--- config.mk ---
export PLATFORM = sky130hd
export DESIGN_NAME = bus_break_cmp
export DESIGN_NICKNAME = d
export VERILOG_FILES = /design/src/rtl/bus_break_cmp.sv
export SDC_FILE = /design/constraint.sdc
export NUM_CORES = 1
export LEC_CHECK = 0
export ABC_AREA = 1
export ABC_CLOCK_PERIOD_IN_PS = 1700
export BUFFER_PORTS_ARGS = -buffer_cell sky130_fd_sc_hd__buf_2
export CAP_MARGIN = 20
export CORE_MARGIN = 8
export CORE_UTILIZATION = 40
export CTS_CLUSTER_DIAMETER = 40
export DETAILED_ROUTE_END_ITERATION = 8
export PLACE_DENSITY = 0.57
export SLEW_MARGIN = 0
export SYNTH_ARGS = -nofsm -noshare
export SYNTH_HDL_FRONTEND = slang
export SYNTH_SLANG_ARGS = --single-unit
--- constraint.sdc ---
create_clock -name clk -period 1.7 [get_ports clk]
set_input_delay 0 -clock clk [delete_from_list [all_inputs] [get_ports clk]]
set_output_delay 0 -clock clk [all_outputs]
set_load 0.01 [all_outputs]
--- src/rtl/bus_break_cmp.sv ---
module bus_break_cmp #(
  parameter int AW = 32,
  parameter int DW = 32
) (
  input  logic          clk,
  input  logic          rst_n,
  input  logic          reg_we,
  input  logic [3:0]    reg_sel,
  input  logic [31:0]   reg_wdata,
  input  logic          bus_valid,
  input  logic          bus_sel,
  input  logic          bus_fetch,
  input  logic          bus_write,
  input  logic [1:0]    bus_size,
  input  logic [AW-1:0] bus_addr,
  input  logic [DW-1:0] bus_data,
  output logic          brk_req,
  output logic          brk_fetch,
  output logic          match_a,
  output logic          match_b
);
  localparam int NCH = 2;
  localparam logic [3:0] SEL_CTRL = 4'd10;
  localparam logic [3:0] SEL_FLAG = 4'd11;

  logic [AW-1:0] adr [NCH];
  logic [AW-1:0] amk [NCH];
  logic [DW-1:0] dat [NCH];
  logic [DW-1:0] dmk [NCH];
  logic [7:0]    cnd [NCH];
  logic          seq, armed;
  logic [NCH-1:0] hit;
  logic          fire;

  wire eff_wr = bus_write & ~bus_fetch;

  always_comb begin
    for (int c = 0; c < NCH; c++) begin
      hit[c] = bus_valid
             & (bus_fetch ? cnd[c][0] : cnd[c][1])
             & (eff_wr ? cnd[c][3] : cnd[c][2])
             & ((cnd[c][5:4] == 2'd0) | (cnd[c][5:4] == bus_size))
             & (cnd[c][6] == bus_sel)
             & (((bus_addr ^ adr[c]) & ~amk[c]) == '0)
             & (bus_fetch ? ~adr[c][0] : (((bus_data ^ dat[c]) & ~dmk[c]) == '0));
    end
  end

  assign fire = seq ? (armed & hit[1]) : (|hit);

  always_ff @(posedge clk) begin
    if (!rst_n) begin
      for (int c = 0; c < NCH; c++) begin
        adr[c] <= '0; amk[c] <= '0; dat[c] <= '0; dmk[c] <= '0; cnd[c] <= '0;
      end
      seq <= 1'b0;
    end else if (reg_we) begin
      for (int c = 0; c < NCH; c++) begin
        if (reg_sel == 4'(5*c + 0)) adr[c] <= reg_wdata[AW-1:0];
        if (reg_sel == 4'(5*c + 1)) amk[c] <= reg_wdata[AW-1:0];
        if (reg_sel == 4'(5*c + 2)) dat[c] <= reg_wdata[DW-1:0];
        if (reg_sel == 4'(5*c + 3)) dmk[c] <= reg_wdata[DW-1:0];
        if (reg_sel == 4'(5*c + 4)) cnd[c] <= reg_wdata[7:0];
      end
      if (reg_sel == SEL_CTRL) seq <= reg_wdata[3];
    end
  end

  wire ctrl_wr = reg_we & (reg_sel == SEL_CTRL);
  wire clr_a   = reg_we & (reg_sel == SEL_FLAG) & ~reg_wdata[0];
  wire clr_b   = reg_we & (reg_sel == SEL_FLAG) & ~reg_wdata[1];

  always_ff @(posedge clk) begin
    if (!rst_n) begin
      armed <= 1'b0; brk_req <= 1'b0; brk_fetch <= 1'b0;
      match_a <= 1'b0; match_b <= 1'b0;
    end else begin
      brk_req   <= fire;
      brk_fetch <= fire & bus_fetch;
      if (ctrl_wr)            armed <= 1'b0;
      else if (seq && fire)   armed <= 1'b0;
      else if (seq && hit[0]) armed <= 1'b1;
      match_a <= hit[0] | (match_a & ~clr_a);
      match_b <= (seq ? fire : hit[1]) | (match_b & ~clr_b);
    end
  end
endmodule


* Word-level counts from Yosys, hierarchy flattened
Memory sizes are Yosys's and may differ from the RTL's.
Cells that the tools add are included.
** Storage, ports and cells
- Register bits after elaboration :: 6
- RAM bits :: 272
- Bits in read-only memories :: 0
- Output and inout port bits :: 4
- Word-level logic and storage cells :: 152
- Bits of input ports :: 109
- Memories :: 5
- Latch bits :: 0
** Memory list
- adr :: words 2, bits a word 32, rd ports 2, clocked after Yosys merged registers in 0, write ports 2, line 26 : logic [AW-1:0] adr [NCH];
- amk :: words 2, bits a word 32, rd ports 2, clocked after Yosys merged registers in 0, write ports 2, line 27 : logic [AW-1:0] amk [NCH];
- dat :: words 2, bits a word 32, rd ports 2, clocked after Yosys merged registers in 0, write ports 2, line 28 : logic [DW-1:0] dat [NCH];
- dmk :: words 2, bits a word 32, rd ports 2, clocked after Yosys merged registers in 0, write ports 2, line 29 : logic [DW-1:0] dmk [NCH];
- cnd :: words 2, bits a word 8, rd ports 2, clocked after Yosys merged registers in 0, write ports 2, line 30 : logic [7:0] cnd [NCH];
** Cells by class
- $lt $le $gt $ge :: 0
- Reduce and logical (&&, ||, !) cells :: 12
- Multipliers :: 0
- Bitwise gates (word level) :: 55
- Mux-type cells :: 59
- Shift operators :: 0
- Divide/modulo/power cells :: 0
- $add $sub $neg :: 0
- Equal/unequal tests :: 15
** Operators by type and width (count)
- 32-bit two-way mux :: 8
- 32-bit AND :: 4
- 32-bit zero test :: 4
- 32-bit NOT :: 4
- 32-bit XOR :: 4
- 1-bit two-way mux :: 49
- 1-bit AND :: 21
- 4-bit by 3-bit equality test with 1-bit output (second input constant) :: 4
- 4-bit equality test (second input constant) :: 4
- 8-bit two-way mux :: 2
- 1-bit bitwise OR :: 14
- 4-bit by 2-bit equality test with 1-bit output (second input constant) :: 2
- 1-bit NOT :: 8
- 2-bit equality test :: 2
- 4-bit by 1-bit equality test with 1-bit output (second input constant) :: 1
- 2-bit zero test :: 2
- 4-bit zero test :: 1
- 3-bit OR reduction :: 1
- 1-bit equality test :: 2
- 1-bit logical AND :: 2
- 2-bit AND reduction :: 1
- 2-bit OR reduction :: 1

* Depth between registers and ports, before layout
- Depth in word-level cells :: 12
- Gate-level depth with buffers :: 14
- Gate-level depth less buffers :: 14

* Worst setup path after synthesis
Ideal clock, no wire load.
- Kind :: input to register
- From :: input port reg_sel[3]
- To :: memory adr[0][0], enable pin
- Path slack :: 0.182 ns
- Setup time :: 0.389 ns
- Cell stages on the path :: 3
- Data arrival time :: 1.129 ns
- Path buffers :: 0
- Required time :: 1.311 ns
- Cell sequence :: nor3_1 nand2_1 nand2_1
** RTL lines
- from (decl) :: line 8 : input logic [3:0] reg_sel,
- to (decl) :: line 26

==> results.sh <==
export IMPL_status="completed"
export IMPL_maxSlewViolCount=0
export IMPL_fin_crit_sh=0.976
export IMPL_yosys_warnings=0
export IMPL_drt_iter0_drc=553
export IMPL_clk_path_buf_depth=3
export IMPL_syn_nets=1300
export IMPL_dpl_hpwl_um=22400
export IMPL_ios=113
export IMPL_die_y_um=189
export IMPL_power_total_mw=18.0
export IMPL_ys_ff_latch=276
export IMPL_grt_use_total=0.177
export IMPL_cp_arrival_ns=2.12
export IMPL_min_path_type="input pin to flip-flop"
export IMPL_synth_area_per_cell_um2=10.1
export IMPL_critical_path_max_fanout=2
export IMPL_startpoint_type="flip-flop"
export IMPL_tightestPinTransition_ns=0.439
export IMPL_vias=8646
export IMPL_drc=0
export IMPL_wl_um=31800
export IMPL_clk_pin_slew_ns=0.06
export IMPL_timing_hold_ws_ns=0.0159
export IMPL_synthToLayoutAreaGrowth_pct=25.7
export IMPL_synth_top_family_by_area="simple AND/OR/NAND/NOR gates"
export IMPL_place_congestion=0.806
export IMPL_top_usage_layer="met2"
export IMPL_hold_start="reg_wdata[6]"
export IMPL_p_leak_nw=6.42
export IMPL_grt_first_pass_wirelength_um=48000
export IMPL_synth_cell_type_count=26
export IMPL_viasPerCell=4.76
export IMPL_clockRootBuffer="clkbuf_16"
export IMPL_p_per_area_nw_per_um2=1190
export IMPL_synth_fa_ha_area_frac=0
export IMPL_irDropWorstVdd_mv=1.12
export IMPL_syn_inst=1191
export IMPL_synthSimpleGateAreaFrac=0.239
export IMPL_clock_skew_ns=0.0164
export IMPL_cp_end_kind="flip-flop"
export IMPL_portBuffers=112
export IMPL_synth_xor_area_share=0.00365
export IMPL_clkLatencyLatePin_ns=0.53
export IMPL_drive_gt1_frac=0.161
export IMPL_firstDrtPassIters=5
export IMPL_fin_cells=1816
export IMPL_dp_cells=1697
export IMPL_rows=63
export IMPL_path_class="flip-flop to flip-flop"
export IMPL_clock_fmax_mhz=603
export IMPL_grtUsageMet1=0.214
export IMPL_synth_compound_area_frac=0.0231
export IMPL_cts_made_buffers=40
export IMPL_cts_tree="yes"
export IMPL_cp_required_ns=2.16
export IMPL_first_global_vias=8731
export IMPL_die_area_um2=35800
export IMPL_die_w_um=189
export IMPL_grt_max_degree=33
export IMPL_nNetsFinal=1502
export IMPL_clock_sinks=276
export IMPL_netlist_area_um2=12000
export IMPL_cap_violations=0
export IMPL_use_met2=0.306
export IMPL_min_period_ns=1.66
export IMPL_n_fill_cell=2753
export IMPL_start_util=0.405
export IMPL_crit_start="adr[0][38]$_DFFE_PP_"
export IMPL_report_final_setup_viol=0
export IMPL_finalHoldViolCount=0
export IMPL_ys_seq_area_frac=0.685
export IMPL_rsz0062_at_grt="yes"
export IMPL_synthMuxAreaShare=0
export IMPL_wire_per_inst_um=17.5
export IMPL_slew_headroom=0.704
export IMPL_r2r_start="adr[0][38]$_DFFE_PP_"
export IMPL_antenna_left=0
export IMPL_coreArea_um2=29600
export IMPL_use_met3=0.0421
export IMPL_grt_overflow=0
export IMPL_antenna_found_initial=1
export IMPL_cts_htree_levels=2
==> cells by family after synthesis <==
group	Yosys count
DFF	276
xor gates and xnor gates	5
buffers and inverters	144
AOI/OAI and AO/OA	53
and+or+nand+nor	713
==> routing by layer <==
layer	wire length [µm]	share of wire	vias to the layer above
met3	1920	0.061	58
met4	886	0.028	2
li1	-	-	4283
met5	13	0.00041	-
met2	15700	0.49	196
met1	13200	0.42	4107
==> critical path: stages, from the launching register on <==
cell,delay (ns)
edfxtp_1,0.38
nor2_1,0.11
nor2_1,0.05
nand2_1,0.11
nand2_1,0.08
nor2_2,0.10
nand2_2,0.08
nor2_2,0.13
nand2_1,0.07
nor2_2,0.16
nand2_2,0.09
nand2_2,0.07
nand2_2,0.05
nor2_2,0.09
==> worst paths after layout <==
| path | endpoint | slack (ns) | cells past startpoint |
|---|---|---|---|
| max reg2reg | brk_fetch$_SDFF_PN0_ | 0.04 | 13 |
| max | brk_fetch$_SDFF_PN0_ | 0.04 | 13 |
| min reg2reg | armed$_SDFFE_PP0P_ | 0.52 | 4 |
| min | amk[0][6]$_DFFE_PP_ | 0.02 | 3 |
==> sequential cells by signal, indices dropped and copies added, names as in the netlist <==
signal	cells
dat	64
brk_req	1
armed	1
seq	1
match_b	1
amk	64
dmk	64
cnd	14
brk_fetch	1
match_a	1
adr	64
==> cell usage in the layout, fill, tap and decap left out, types with 3 or more instances in the layout <==
| cell | n |
|---|---|
| nor2_1 | 305 |
| clkinv_1 | 4 |
| or2_0 | 5 |
| o21a_1 | 3 |
| bufinv_16 | 7 |
| buf_12 | 11 |
| inv_1 | 127 |
| nand2_2 | 7 |
| nand2_1 | 320 |
| nand4_1 | 9 |
| buf_4 | 11 |
| clkbuf_16 | 42 |
| edfxtp_1 | 270 |
| buf_2 | 112 |
| nand3b_1 | 18 |
| o21ai_0 | 17 |
| or2_2 | 16 |
| inv_2 | 3 |
| xnor2_1 | 4 |
| clkinv_2 | 5 |
| clkbuf_1 | 11 |
| dfxtp_1 | 6 |
| nor2_2 | 6 |
| nand3_1 | 23 |
| a21oi_1 | 31 |
| dlygate4sd3_1 | 38 |
==> layout make-up <==
cell class | instances | area (µm²) | area share
multi-input combinational | 771 | 3220 | 0.213
sequential | 276 | 8230 | 0.545
inverter | 131 | 492 | 0.0326
clock inverter | 19 | 289 | 0.0191
timing repair buffer | 173 | 1260 | 0.0834
antenna | 1 | 2.50 | 0.000166
clock buffer | 55 | 1120 | 0.0742
tap | 390 | 488 | 0.0323
==> per-stage QoR <==
step / area [µm²] / TNS [ns] / utilization / setup slack (ns)
2_1_floorplan: 12000 / 0 / - / 0.182
3_3_place_gp: 13200 / 0 / 0.446 / 0.0742
6_report: 15100 / 0 / 0.509 / 0.0412
5_1_grt: 15100 / -0.415 / 0.509 / -0.160
4_1_cts: 15000 / 0 / 0.506 / 0.0246
3_5_place_dp: 13200 / 0 / 0.446 / 0.0421
==> cells in the mapped netlist <==
library cell / n / area, µm²
nand4_1: 9 / 56.3
xnor2_1: 4 / 35.0
dfxtp_1: 6 / 120
nor3_1: 2 / 10.0
nor2_2: 2 / 12.5
inv_1: 127 / 477
nand3b_1: 18 / 135
nor3_2: 1 / 10.0
o21a_1: 3 / 22.5
nor2_1: 310 / 1160
o21ai_0: 17 / 85.1
inv_2: 3 / 11.3
edfxtp_1: 270 / 8110
nand2_1: 326 / 1220
or2_0: 5 / 31.3
clkbuf_1: 1 / 3.75
a21oi_1: 31 / 155
clkinv_1: 1 / 3.75
o211ai_1: 1 / 7.51
nand3_1: 23 / 115
or2_2: 16 / 100
nand2_2: 1 / 6.26
xor2_1: 1 / 8.76
a22oi_1: 1 / 7.51
buf_2: 6 / 30.0
buf_6: 6 / 67.6
==> report_power, final <==
group / internal, mW / leakage, nW / switching (mW) / total, mW
Combinational: 0.485 / 3.11 / 0.834 / 1.32
Clock: 5.68 / 0.681 / 2.92 / 8.60
Sequential: 7.89 / 2.63 / 0.149 / 8.04
==> what timing repair did <==
| action | CTS | global route |
|---|---|---|
| endpoints found under the setup margin | 0 | 6 |
| resized for setup | 0 | 14 |
| buffers inserted | 0 | 6 |
| hold buffers | 38 | 0 |
| endpoints found under the hold margin | 224 | 0 |
Power figures use the tool's default switching activity.
